### src/rtl/dualrole_csr_pkg.sv
`timescale 1ns/1ps
// Package: shared constants for the dual-role USB register file.
// Assumes byte addressing with word-aligned offsets.
package dualrole_csr_pkg;
    localparam int DW       = 32;
    localparam int NLINE    = 5;
    localparam int NEVT     = 8;
    localparam int CTL_W    = 6;

    localparam int OFF_CTL  = 'h00;
    localparam int OFF_PHY  = 'h04;
    localparam int OFF_IEN  = 'h08;
    localparam int OFF_FLG  = 'h0C;
    localparam int OFF_LIVE = 'h10;

    localparam logic [CTL_W-1:0] CTL_MASK = 6'h37;
    localparam logic [CTL_W-1:0] PHY_MASK = 6'h33;
    localparam logic [DW-1:0]    FLG_MASK = 32'h0000_2FFF;

    localparam int BIT_DROP   = 0;
    localparam int BIT_BUSREQ = 1;
    localparam int BIT_HNPEN  = 2;

    // flag bit raised by each event pulse
    localparam int EVT_POS  [NEVT]  = '{0, 1, 2, 3, 4, 6, 7, 13};
    // flag bit raised by a toggle of each line
    localparam int LINE_POS [NLINE] = '{5, 11, 8, 9, 10};
endpackage

### src/rtl/dualrole_csr_edge.sv
`timescale 1ns/1ps
// Module: toggle detector for a vector of synchronized levels.
// Samples the levels on every edge, including edges in reset, so the
// first comparison after reset is against the level held during reset.
// Assumes the inputs are already synchronous to clk.
module dualrole_csr_edge #(
    parameter int N = 5
) (
    input  logic         clk,
    input  logic [N-1:0] lvl_i,
    output logic [N-1:0] tog_o
);
    logic [N-1:0] prev_q;

    // remember last sampled level (reset needs no special value)
    always_ff @(posedge clk) begin
        prev_q <= lvl_i;
    end

    // any difference is a toggle in either direction
    always_comb begin
        tog_o = lvl_i ^ prev_q;
    end
endmodule

### src/rtl/dualrole_csr_flags.sv
`timescale 1ns/1ps
// Module: sticky flag bank, write-1-to-clear, set beats clear.
// Only bits with MASK set get a flop; other bits are tied to 0.
module dualrole_csr_flags #(
    parameter int          W    = 32,
    parameter logic [W-1:0] MASK = '1
) (
    input  logic         clk,
    input  logic         rst_n,
    input  logic [W-1:0] set_i,
    input  logic [W-1:0] clr_i,
    output logic [W-1:0] q_o
);
    for (genvar g = 0; g < W; g++) begin : g_bit
        if (MASK[g]) begin : g_impl
            logic q;
            // hold flag: set has priority so no event is lost
            always_ff @(posedge clk) begin
                if (!rst_n)        q <= 1'b0;
                else if (set_i[g]) q <= 1'b1;
                else if (clr_i[g]) q <= 1'b0;
            end
            assign q_o[g] = q;
        end else begin : g_rsvd
            assign q_o[g] = 1'b0;
        end
    end
endmodule

### src/rtl/dualrole_csr_ctl.sv
`timescale 1ns/1ps
// Module: control, PHY-control and interrupt-enable words.
// Control bit 1 (bus request) and bit 2 (HNP enable) are also cleared by
// hardware; hardware clears win over a write in the same cycle.
module dualrole_csr_ctl
    import dualrole_csr_pkg::*;
(
    input  logic             clk,
    input  logic             rst_n,
    input  logic             wr_ctl_i,
    input  logic             wr_phy_i,
    input  logic             wr_ien_i,
    input  logic [DW-1:0]    wdata_i,
    input  logic             id_tog_i,
    input  logic             hnp_clr_i,
    output logic [CTL_W-1:0] ctl_o,
    output logic [CTL_W-1:0] phy_o,
    output logic [DW-1:0]    ien_o
);
    logic [CTL_W-1:0] ctl_q, ctl_d, phy_q;
    logic [DW-1:0]    ien_q;

    // next control value: software write, then hardware clears on top
    always_comb begin
        ctl_d = ctl_q;
        if (wr_ctl_i) begin
            ctl_d = wdata_i[CTL_W-1:0] & CTL_MASK;
            if (wdata_i[BIT_DROP]) ctl_d[BIT_BUSREQ] = 1'b0;
        end
        if (id_tog_i)  ctl_d[BIT_BUSREQ] = 1'b0;
        if (hnp_clr_i) ctl_d[BIT_HNPEN]  = 1'b0;
    end

    // register the three writable words
    always_ff @(posedge clk) begin
        if (!rst_n) begin
            ctl_q <= '0;
            phy_q <= '0;
            ien_q <= '0;
        end else begin
            ctl_q <= ctl_d;
            if (wr_phy_i) phy_q <= wdata_i[CTL_W-1:0] & PHY_MASK;
            if (wr_ien_i) ien_q <= wdata_i & FLG_MASK;
        end
    end

    assign ctl_o = ctl_q;
    assign phy_o = phy_q;
    assign ien_o = ien_q;
endmodule

### src/rtl/dualrole_csr.sv
`timescale 1ns/1ps
// Module: dual-role USB interrupt and control register file (top).
// Decodes a simple read/write bus, latches line toggles and role events as
// sticky flags, and drives a registered interrupt. Inputs are synchronous.
module dualrole_csr
    import dualrole_csr_pkg::*;
#(
    parameter int ADDR_W = 5
) (
    input  logic              clk,
    input  logic              rst_n,
    input  logic [ADDR_W-1:0] bus_addr,
    input  logic              bus_we,
    input  logic [DW-1:0]     bus_wdata,
    output logic [DW-1:0]     bus_rdata,
    input  logic [NLINE-1:0]  line_i,
    input  logic              overcur_i,
    input  logic              as_peri_i,
    input  logic              as_host_i,
    input  logic [NEVT-1:0]   evt_i,
    input  logic              hnp_clr_i,
    output logic [CTL_W-1:0]  ctl_o,
    output logic [CTL_W-1:0]  phy_o,
    output logic              irq_o
);
    logic             sel_ctl, sel_phy, sel_ien, sel_flg, sel_live;
    logic [NLINE-1:0] tog;
    logic [DW-1:0]    set_v, clr_v, sts_q, en_q, live_w;
    logic             irq_q;

    // address decode
    always_comb begin
        sel_ctl  = (bus_addr == ADDR_W'(OFF_CTL));
        sel_phy  = (bus_addr == ADDR_W'(OFF_PHY));
        sel_ien  = (bus_addr == ADDR_W'(OFF_IEN));
        sel_flg  = (bus_addr == ADDR_W'(OFF_FLG));
        sel_live = (bus_addr == ADDR_W'(OFF_LIVE));
    end

    dualrole_csr_edge #(.N(NLINE)) edge_i (
        .clk   (clk),
        .lvl_i (line_i),
        .tog_o (tog)
    );

    // gather hardware set requests into flag positions
    always_comb begin
        set_v = '0;
        for (int i = 0; i < NEVT; i++)  set_v[EVT_POS[i]]  = set_v[EVT_POS[i]]  | evt_i[i];
        for (int i = 0; i < NLINE; i++) set_v[LINE_POS[i]] = set_v[LINE_POS[i]] | tog[i];
        clr_v = (bus_we && sel_flg) ? bus_wdata : '0;
    end

    dualrole_csr_flags #(.W(DW), .MASK(FLG_MASK)) flags_i (
        .clk   (clk),
        .rst_n (rst_n),
        .set_i (set_v),
        .clr_i (clr_v),
        .q_o   (sts_q)
    );

    dualrole_csr_ctl ctl_i (
        .clk       (clk),
        .rst_n     (rst_n),
        .wr_ctl_i  (bus_we && sel_ctl),
        .wr_phy_i  (bus_we && sel_phy),
        .wr_ien_i  (bus_we && sel_ien),
        .wdata_i   (bus_wdata),
        .id_tog_i  (tog[0]),
        .hnp_clr_i (hnp_clr_i),
        .ctl_o     (ctl_o),
        .phy_o     (phy_o),
        .ien_o     (en_q)
    );

    // live status word
    always_comb begin
        live_w = '0;
        live_w[0]       = overcur_i;
        live_w[NLINE:1] = line_i;
        live_w[6]       = as_peri_i;
        live_w[7]       = as_host_i;
    end

    // read mux
    always_comb begin
        bus_rdata = '0;
        if (sel_ctl)  bus_rdata[CTL_W-1:0] = ctl_o;
        if (sel_phy)  bus_rdata[CTL_W-1:0] = phy_o;
        if (sel_ien)  bus_rdata = en_q;
        if (sel_flg)  bus_rdata = sts_q;
        if (sel_live) bus_rdata = live_w;
    end

    // registered interrupt request
    always_ff @(posedge clk) begin
        if (!rst_n) irq_q <= 1'b0;
        else        irq_q <= |(sts_q & en_q);
    end
    assign irq_o = irq_q;
endmodule

### config.mk
export PLATFORM = sky130hd
export DESIGN_NAME = dualrole_csr
export DESIGN_NICKNAME = d
export VERILOG_FILES = /design/src/rtl/dualrole_csr_pkg.sv /design/src/rtl/dualrole_csr_edge.sv /design/src/rtl/dualrole_csr_flags.sv /design/src/rtl/dualrole_csr_ctl.sv /design/src/rtl/dualrole_csr.sv
export SDC_FILE = /design/constraint.sdc
export NUM_CORES = 1
export LEC_CHECK = 0
export ABC_AREA = 1
export BUFFER_PORTS_ARGS = -buffer_cell sky130_fd_sc_hd__buf_4
export CORE_ASPECT_RATIO = 1.75
export CORE_MARGIN = 2
export CORE_UTILIZATION = 42
export CTS_CLUSTER_SIZE = 30
export DETAILED_ROUTE_END_ITERATION = 8
export PLACE_DENSITY = 0.74
export SYNTH_ARGS = -nofsm -noshare
export SYNTH_HDL_FRONTEND = slang
export SYNTH_SLANG_ARGS = --single-unit
### constraint.sdc
create_clock -name clk -period 0.9 [get_ports clk]
set_input_delay 0.045 -clock clk [delete_from_list [all_inputs] [get_ports clk]]
set_output_delay 0.045 -clock clk [all_outputs]
set_load 0.01 [all_outputs]
==> results of run 1 <==
metal layers:
metal / vias up / track usage
met4: 0 / 0.132
met3: 24 / 0.0397
met2: 112 / 0.439
li1: 1178 / -
met5: - / 0
met1: 1138 / 0.255
how the worst min path moves through the flow:
stage                                      to  depth (start not counted)    startpoint
global route        flags_i.g_bit[1].g_impl.q                          3      evt_i[1]
CTS                            ctl_i.ien_o[3]                          3  bus_wdata[3]
finish              flags_i.g_bit[1].g_impl.q                          3      evt_i[1]
detailed placement           edge_i.prev_q[4]                          1     line_i[4]
global placement             edge_i.prev_q[0]                          1     line_i[0]
floorplan                    edge_i.prev_q[0]                          0     line_i[0]
cell type report:
class,instances,area share
Clock buffer,7,0.0279
Clock inverter,1,0.00145
Inverter,26,0.0318
Multi-Input combinational cell,227,0.351
Sequential cell,41,0.246
Tap cell,54,0.0195
Timing Repair Buffer,121,0.321
Timing Repair inverter,1,0.00181
power groups by stage:
stage                     Combinational (W)  Sequential [W]  Clock, W
after floorplan                    0.000309         0.00196         0
after global placement             0.000522         0.00197         0
after detailed placement           0.000529         0.00197         0
after CTS                          0.000649         0.00194   0.00137
after global routing               0.000744         0.00195   0.00147
final                              0.000691         0.00195   0.00136
worst max-delay path: cells and delay by family (launching register included):
kind                   cells  cell delay [ns]
AOI/OAI and AO/OA          1             0.20
and+or+nand+nor            3             0.27
buffers and inverters      1             0.12
DFF                        1             0.33
stage by stage:
step	total power (W)	setup slack, ns	setup TNS (ns)	cells
after detailed placement	0.00250	-0.230	-7.64	433
after CTS	0.00396	-0.317	-3.09	475
after floorplan	0.00227	0.0168	0	326
final	0.00400	-0.376	-2.97	478
after global routing	0.00417	-0.419	-3.94	478
after global placement	0.00249	-0.225	-6.78	433
what timing repair did:
action,4_1_cts,5_1_grt
hold buffers,20,0
buffers inserted,14,10
endpoints found under the setup margin,15,42
hold endpoints to repair,19,0
pin swaps,23,15
gates resized for setup,69,41
cloned,2,2
layout by cell type (no fill, tap or decap), types with 5 or more instances in the layout:
master / netlist / final
sky130_fd_sc_hd__o21ai_0: 12 / 7
sky130_fd_sc_hd__dfxtp_1: 41 / 18
sky130_fd_sc_hd__nand3_2: 1 / 7
sky130_fd_sc_hd__dfxtp_2: 0 / 23
sky130_fd_sc_hd__inv_2: 4 / 6
sky130_fd_sc_hd__o21ai_2: 0 / 5
sky130_fd_sc_hd__nand3_1: 21 / 14
sky130_fd_sc_hd__nand4_1: 7 / 7
sky130_fd_sc_hd__conb_1: 1 / 22
sky130_fd_sc_hd__buf_4: 24 / 69
sky130_fd_sc_hd__nor2_1: 16 / 15
sky130_fd_sc_hd__nor2_4: 3 / 5
sky130_fd_sc_hd__dlygate4sd3_1: 0 / 20
sky130_fd_sc_hd__inv_1: 20 / 18
sky130_fd_sc_hd__nand2_2: 2 / 11
sky130_fd_sc_hd__xnor2_1: 5 / 5
sky130_fd_sc_hd__clkbuf_8: 0 / 7
sky130_fd_sc_hd__buf_6: 1 / 28
sky130_fd_sc_hd__a21oi_1: 29 / 27
sky130_fd_sc_hd__o211ai_1: 6 / 6
sky130_fd_sc_hd__nand2_1: 94 / 81
state kept, by name (all words and copies together) (netlist names):
register,cells
ctl_i.ctl_o,5
flags_i.g_bit.g_impl.q,13
ctl_i.ien_o,13
irq_o,1
ctl_i.phy_o,4
edge_i.prev_q,5
kinds of logic after synthesis:
logic type	Yosys count	share of synthesized area
AOI/OAI and AO/OA	47	0.117
and+or+nand+nor	153	0.324
buffers and inverters	58	0.153
xor gates and xnor gates	5	0.0205
other	1	0.00175
DFF	41	0.384
==> results.cfg, run 1 <==
[yosys]
synth_area_leader = sky130_fd_sc_hd__dfxtp_1
synthesis.instances = 305
number_of_flops_mapped_to_enable_cells_by_yosys = 0
yosys.area.top_type_share = 0.384
post_synth_main_area_contributors = sky130_fd_sc_hd__dfxtp_1 (38%), sky130_fd_sc_hd__nand2_1 (17%), sky130_fd_sc_hd__buf_4 (8.4%)
postSynth.asyncResetShare = 0
synth-seq-area-share = 0.384
synth.ff_latch_count = 41
post_synth_instance_area_sq_um = 2140
yosys_warnings = 0
yosysMostFrequentCell = sky130_fd_sc_hd__nand2_1
mean_post_synth_cell_area_sq_um = 7.01
netlist_top_cells_count = sky130_fd_sc_hd__nand2_1 (94), sky130_fd_sc_hd__dfxtp_1 (41), sky130_fd_sc_hd__a21oi_1 (29), sky130_fd_sc_hd__buf_4 (24), sky130_fd_sc_hd__nand3_1 (21)
synth_cell_type_count = 27
synth_top_flop_cell = sky130_fd_sc_hd__dfxtp_1

[setup_path]
sort_of_element_at_the_end_of_the_critical_path = output port
critical_path.most_common_cell = sky130_fd_sc_hd__nand2_1
critical_path_peak_fanout = 2
cp_slowest_stage_delay_ns = 0.33
r2r_end = irq_o
destination_of_the_critical_timing_path = bus_rdata[4]
worstPathRequired_ns = 0.85
worstSetupStartpointType = register
critPathArrivalTime_ns = 1.23
cp_cell_sequence = o211ai_1 -> nand3_1 -> nand2_1 -> nand2_1 -> buf_6
critPathLaunch = ctl_i.ien_o[4]
r2r.worst_path.cells = 6
crit_slowest_cell = sky130_fd_sc_hd__dfxtp_2
r2r_setup_slack_ns = -0.15
worst-setup-path-type = reg2out
r2r-start = ctl_i.ien_o[4]

[power_and_ir_drop]
vdd.ir_drop.worst_v = 0.00112
comb_power_share = 0.173
netSwitchingFraction = 0.268
p_switching_w = 0.00107
power.static_leakage_nw = 1.61
clock_power_share = 0.341
cellPowerDensity_nw_per_um2 = 1160
sequentialPowerShare = 0.487
intPower_w = 0.00293

[drt]
met2_wirelength_mm = 3.96
drc = 0
m1_wire_length_mm = 2.44
topRoutingLayerUsed = met4
total_via_count_after_detailed_routing = 2452
dr.pass1.iters = 4
wl_mm = 7.02
wl_met3_um = 379
drt.antenna.violating_nets = 0
drt-wirelength-per-cell_um = 14.7
drt-vias-per-instance = 5.13
drt_iter0_markers = 107

[run_status]
run_status = finished with violations
failed_checks = setup timing

[die]
die_area_sq_um = 5700
effective_utilization_at_floorplan = 0.433
chip_width_um = 57.9
core.rowCount = 34
floorplan.die.height_um = 98.4
core_region_area_sq_um = 4930
floorplan.io_pins = 102

[place]
number_of_buffers_inserted_by_port_buffering = 60
dpl-instance-area_sq_um = 2710
place.gp.congestion = 0.913
hpwlAfterDp_mm = 4.38

[timing]
final.setup_skew_ns = 0.0118
period_needed_ns = 1.28
report.final.slew_viol_count = 0
achievable-frequency_mhz = 784
final-hold-violation-count = 0
postLayoutSetupSlackWorst_ns = -0.376
report.final.setup_viol = 20
timing.hold.ws_ns = 0.0108
rsz0062_at_grt = true
final.period_utilization = 1.42

[cells_and_area]
multi_input_area_sq_um = 1210
final_net_count = 480
insertedDiodeCount = 0
layout-drive-gt1-share = 0.427
final_util = 0.701
finish.instance_area_sq_um = 3460
layout-area-overhead-vs-synth_pct = 61.7
num-fill-cells = 369
seqCellArea_sq_um = 850

[global_routing]
grt-ovfl-total = 0
track_usage = 0.242
pin_count_of_the_biggest_net_entering_global_routing = 29
first_global_vias = 2345
grt_pass1_wl_mm = 10.7
initial_antenna_violation_count = 0

[cts]
tritoncts_clock_tree = built
clk_path_buf_depth = 2
clk-insertion-delay-late_ns = 0.30
ctsHtreeMaxLevel = 2
cts_sinks = 41
clock-root-buffer = sky130_fd_sc_hd__clkbuf_8
worst_setup_hold_path_clk_slew_ns = 0.08
cts_made_buffers = 5

[flow_run]
max_cap_violations = 0

[worst_hold_path]
worstHoldPathType = in2reg
Note: power is estimated with default switching activity, not from simulation.
==> run 2: changes to the inputs <==
Settings changed: CELL_PAD_IN_SITES_DETAIL_PLACEMENT from default to 0, CELL_PAD_IN_SITES_GLOBAL_PLACEMENT from default to 1, CORE_ASPECT_RATIO 1.75 to default, CORE_UTILIZATION 42 to 28, PLACE_DENSITY 0.74 to 0.73.
==> run 2 against run 1 <==
  * The flow finishes with violations (hold timing, setup timing)
  * Critical endpoint is now bus_rdata[1]
  * Combinational power is 4.5% lower
  * Die area rose by 47%
  * First-iteration DRC count shrank 31%
  * Clock power rose by 13%
  * Final cell count grew 7.1%
  * Core utilization fell by 21 points
  * Flip-flop and latch count stayed put
==> results.cfg, run 2 (same netlist as run 1, synthesis figures left out) <==
[run_status]
run_status = finished with violations
failed_checks = hold timing, setup timing

[global_routing]
grt_pass1_wl_mm = 10.6
track_usage = 0.157
grt-ovfl-total = 0
initial_antenna_violation_count = 0
first_global_vias = 2171
pin_count_of_the_biggest_net_entering_global_routing = 29

[drt]
dr.pass1.iters = 4
wl_mm = 6.62
drt-wirelength-per-cell_um = 12.9
drc = 0
drt-vias-per-instance = 4.47
total_via_count_after_detailed_routing = 2290
drt_iter0_markers = 74
drt.antenna.violating_nets = 0

[timing]
period_needed_ns = 1.22
report.final.slew_viol_count = 0
achievable-frequency_mhz = 817
rsz0062_at_grt = true
final.period_utilization = 1.36
final-hold-violation-count = 1
timing.hold.ws_ns = -0.00340
report.final.setup_viol = 28
final.setup_skew_ns = 0.0118
postLayoutSetupSlackWorst_ns = -0.325

[die]
floorplan.io_pins = 102
chip_width_um = 91.4
effective_utilization_at_floorplan = 0.292
die_area_sq_um = 8350
core.rowCount = 31
floorplan.die.height_um = 91.4
core_region_area_sq_um = 7330

[cts]
ctsHtreeMaxLevel = 2
worst_setup_hold_path_clk_slew_ns = 0.09
cts_sinks = 41
cts_made_buffers = 5
clock-root-buffer = sky130_fd_sc_hd__clkbuf_8
clk-insertion-delay-late_ns = 0.30
tritoncts_clock_tree = built
clk_path_buf_depth = 2

[cells_and_area]
multi_input_area_sq_um = 1350
layout-drive-gt1-share = 0.494
instances_no_fill = 512
num-fill-cells = 721
mostFrequentLayoutCell = sky130_fd_sc_hd__buf_4
layout-area-overhead-vs-synth_pct = 66.9
final_net_count = 469
seqCellArea_sq_um = 847
insertedDiodeCount = 0
final_cell_mix = sky130_fd_sc_hd__buf_4 (66), sky130_fd_sc_hd__nand2_1 (55), sky130_fd_sc_hd__nand2_2 (26)

[place]
dp.cells = 476
place.gp.congestion = 0.832
hpwlAfterDp_mm = 4.64
number_of_buffers_inserted_by_port_buffering = 60

[setup_path]
worst-setup-path-type = reg2out
worstSetupStartpointType = register
sort_of_element_at_the_end_of_the_critical_path = output port
critPathArrivalTime_ns = 1.18
critical_path_peak_fanout = 3
r2r.worst_path.cells = 5
worstPathRequired_ns = 0.85

[power_and_ir_drop]
total_power_w = 0.00415
power.static_leakage_nw = 1.59
cellPowerDensity_nw_per_um2 = 1160
vdd.ir_drop.worst_v = 0.000616

[worst_hold_path]
worstHoldPathType = in2reg
worst_hold_path.num_cells = 3

[flow_run]
max_cap_violations = 0
-- run 2: cell types whose count changed in the layout (fill, tap and decap cells not counted), sizes merged --
| cell | before | now |
|---|---|---|
| inv | 26 | 27 |
| clkbuf | 8 | 6 |
| bufinv | 0 | 1 |
| buf | 100 | 93 |
| dlygate4sd3 | 20 | 16 |
-- run 2: stage by stage --
step / instance area (sq um) / worst slack [ns] / utilization / TNS [ns]
final: 3570 / -0.325 / 0.487 / -3.09
after detailed placement: 2770 / -0.274 / 0.377 / -8.77
after floorplan: 2220 / 0.0168 / - / 0
after global routing: 3570 / -0.392 / 0.487 / -4.76
after global placement: 2770 / -0.256 / 0.377 / -7.78
after CTS: 3220 / -0.324 / 0.439 / -2.74
-- run 2: critical path, stage by stage (launching register included) --
cell and delay, ns:
sky130_fd_sc_hd__dfxtp_2 0.35, sky130_fd_sc_hd__o211ai_1 0.17, sky130_fd_sc_hd__nand3_1 0.11, sky130_fd_sc_hd__nand2_1 0.08
sky130_fd_sc_hd__nand2_1 0.05, sky130_fd_sc_hd__buf_4 0.13
-- run 2: path summary, 6_finish.rpt --
check	end	slack (ns)	startpoint
setup / recovery	bus_rdata[1]	-0.32	ctl_i.ien_o[1]
hold / removal	flags_i.g_bit[4].g_impl.q	-0.003	evt_i[4]
setup reg to reg	irq_o	-0.04	ctl_i.ien_o[3]
hold reg to reg	ctl_i.ien_o[9]	0.47	ctl_i.ien_o[9]
-- run 2: final cells by class --
type	count	area share
clock inverter	3	0.0123
sequential	41	0.237
clock buffer	5	0.0193
inverter	26	0.0316
timing repair inverter	1	0.00175
tap	99	0.0347
timing repair buffer	110	0.284
multi-input combinational	227	0.379
-- run 2: metal layers --
layer / track usage / wire length (um) / part of all wire / vias up
li1: - / - / - / 1157
met1: 0.199 / 2890 / 0.44 / 1070
met2: 0.275 / 3410 / 0.51 / 61
met3: 0.0266 / 284 / 0.043 / 2
met4: 0.0379 / 39 / 0.0059 / 0
met5: 0 / 0 / 0 / -
-- run 2: repair_timing --
item	in CTS	in global routing
pin swaps	21	28
buffers inserted	8	7
gates cloned	1	2
endpoints found under the setup margin	16	38
hold buffers	15	1
gates resized for setup	49	93
endpoints found under the hold margin	15	1
-- run 2: where the power goes --
| part | leakage [nW] | total, W | switching [W] | internal, W |
|---|---|---|---|---|
| clock network | 0.0585 | 0.00154 | 0.000712 | 0.000833 |
| logic | 1.18 | 0.000660 | 0.000328 | 0.000332 |
| registers | 0.347 | 0.00195 | 0.0000625 | 0.00188 |
| total | 1.59 | 0.00415 | 0.00110 | 0.00305 |
==> run 3: changes to the inputs <==
Settings changed: SETUP_SLACK_MARGIN from default to 0.15.
==> run 3 against run 2 <==
  * Non-clock buffer count is the same
  * Register-to-register slack lost 0.02 ns
  * Sequential share of layout area decreased by 0.66 points
  * The run ends with setup timing left
  * Critical path type unchanged
==> results.cfg, run 3 (same netlist as run 1, synthesis figures left out) <==
[setup_path]
critPathArrivalTime_ns = 1.18
critical_path_peak_fanout = 2
sort_of_element_at_the_end_of_the_critical_path = output port
worst-setup-path-type = reg2out
worstPathRequired_ns = 0.85
worstSetupStartpointType = register

[cells_and_area]
finish.instance_area_sq_um = 3700
final_util = 0.504
multi_input_area_sq_um = 1420
layout-area-overhead-vs-synth_pct = 72.9
insertedDiodeCount = 0
num-fill-cells = 700
layout-drive-gt1-share = 0.552
final_net_count = 469
final_cell_mix = sky130_fd_sc_hd__buf_4 (56), sky130_fd_sc_hd__nand2_1 (53), sky130_fd_sc_hd__buf_6 (34)
seqCellArea_sq_um = 853
mostFrequentLayoutCell = sky130_fd_sc_hd__buf_4

[place]
place.gp.congestion = 0.784
hpwlAfterDp_mm = 4.48
dpl-instance-area_sq_um = 2810
number_of_buffers_inserted_by_port_buffering = 60

[drt]
drt-wirelength-per-cell_um = 12.9
total_via_count_after_detailed_routing = 2296
drt-vias-per-instance = 4.48
drt.antenna.violating_nets = 0
wl_mm = 6.63
dr.pass1.iters = 4
drt_iter0_markers = 82
drc = 0

[power_and_ir_drop]
vdd.ir_drop.worst_v = 0.000504
power.static_leakage_nw = 1.60
cellPowerDensity_nw_per_um2 = 1090

[timing]
achievable-frequency_mhz = 814
tns_ns = -2.92
report.final.slew_viol_count = 0
final.setup_skew_ns = 0.00398
postLayoutSetupSlackWorst_ns = -0.328
report.final.setup_viol = 25
period_needed_ns = 1.23
rsz0062_at_grt = true
final.period_utilization = 1.36
final-hold-violation-count = 0

[cts]
clk_path_buf_depth = 2
clk-insertion-delay-late_ns = 0.29
worst_setup_hold_path_clk_slew_ns = 0.08
clock-root-buffer = sky130_fd_sc_hd__clkbuf_8
cts_sinks = 41
ctsHtreeMaxLevel = 2
tritoncts_clock_tree = built
cts_made_buffers = 5

[die]
die_area_sq_um = 8350
floorplan.io_pins = 102
chip_width_um = 91.4
core_region_area_sq_um = 7330
floorplan.die.height_um = 91.4
core.rowCount = 31
effective_utilization_at_floorplan = 0.292

[global_routing]
initial_antenna_violation_count = 0
pin_count_of_the_biggest_net_entering_global_routing = 29
first_global_vias = 2164
grt_pass1_wl_mm = 10.3
track_usage = 0.154
grt-ovfl-total = 0

[run_status]
run_status = finished with violations
failed_checks = setup timing

[flow_run]
max_cap_violations = 0

[worst_hold_path]
worstHoldPathType = in2reg
-- run 3: worst max-delay path: stages (launching register included) --
cell and delay (ns):
sky130_fd_sc_hd__dfxtp_2 0.33, sky130_fd_sc_hd__o211ai_1 0.18, sky130_fd_sc_hd__nand3_1 0.10, sky130_fd_sc_hd__nand2_1 0.11, sky130_fd_sc_hd__nand2_2 0.06, sky130_fd_sc_hd__buf_6 0.11
-- run 3: repair_timing --
item | 4_1_cts | 5_1_grt
hold endpoints to repair | 14 | 0
setup endpoints to repair | 42 | 59
pin swaps | 34 | 24
hold buffers | 14 | 0
cloned | 2 | 0
resized for setup | 94 | 70
setup buffers | 8 | 8
-- run 3: final timing paths --
| kind | depth (start not counted) | end | slack [ns] | from |
|---|---|---|---|---|
| min reg2reg | 2 | ctl_i.ien_o[8] | 0.47 | ctl_i.ien_o[8] |
| max | 5 | bus_rdata[1] | -0.33 | ctl_i.ien_o[1] |
| min | 3 | flags_i.g_bit[4].g_impl.q | 0.003 | evt_i[4] |
| max reg2reg | 5 | irq_o | -0.06 | ctl_i.ien_o[4] |
-- run 3: final cells by class --
type                            instances  area share
Multi-Input combinational cell        227       0.385
Inverter                               26      0.0325
Timing Repair Buffer                  110       0.288
Clock inverter                          1     0.00237
Sequential cell                        41       0.231
Timing Repair inverter                  1     0.00237
Tap cell                               99      0.0335
Clock buffer                            7      0.0261
-- run 3: where the power goes --
group          switching (W)  internal, W
clock               0.000688     0.000709
sequential         0.0000643      0.00188
combinational       0.000353     0.000349
total                0.00111      0.00294
-- run 3: metrics by stage --
step           setup slack (ns)  hold WS, ns  power, W  cells
3_3_place_gp             -0.217        0.173   0.00252    472
3_5_place_dp             -0.231        0.174   0.00252    472
2_1_floorplan            0.0173       0.0727   0.00228    326
5_1_grt                  -0.377      0.00508   0.00422    512
6_report                 -0.328      0.00338   0.00405    512
4_1_cts                  -0.323      0.00175   0.00400    504
-- run 3: layer usage --
| metal | vias to the layer above | wire (um) | global-route usage |
|---|---|---|---|
| li1 | 1157 | - | - |
| met1 | 1066 | 2830 | 0.193 |
| met2 | 65 | 3440 | 0.276 |
| met3 | 8 | 289 | 0.0241 |
| met4 | 0 | 65 | 0.0341 |
| met5 | - | 0 | 0 |
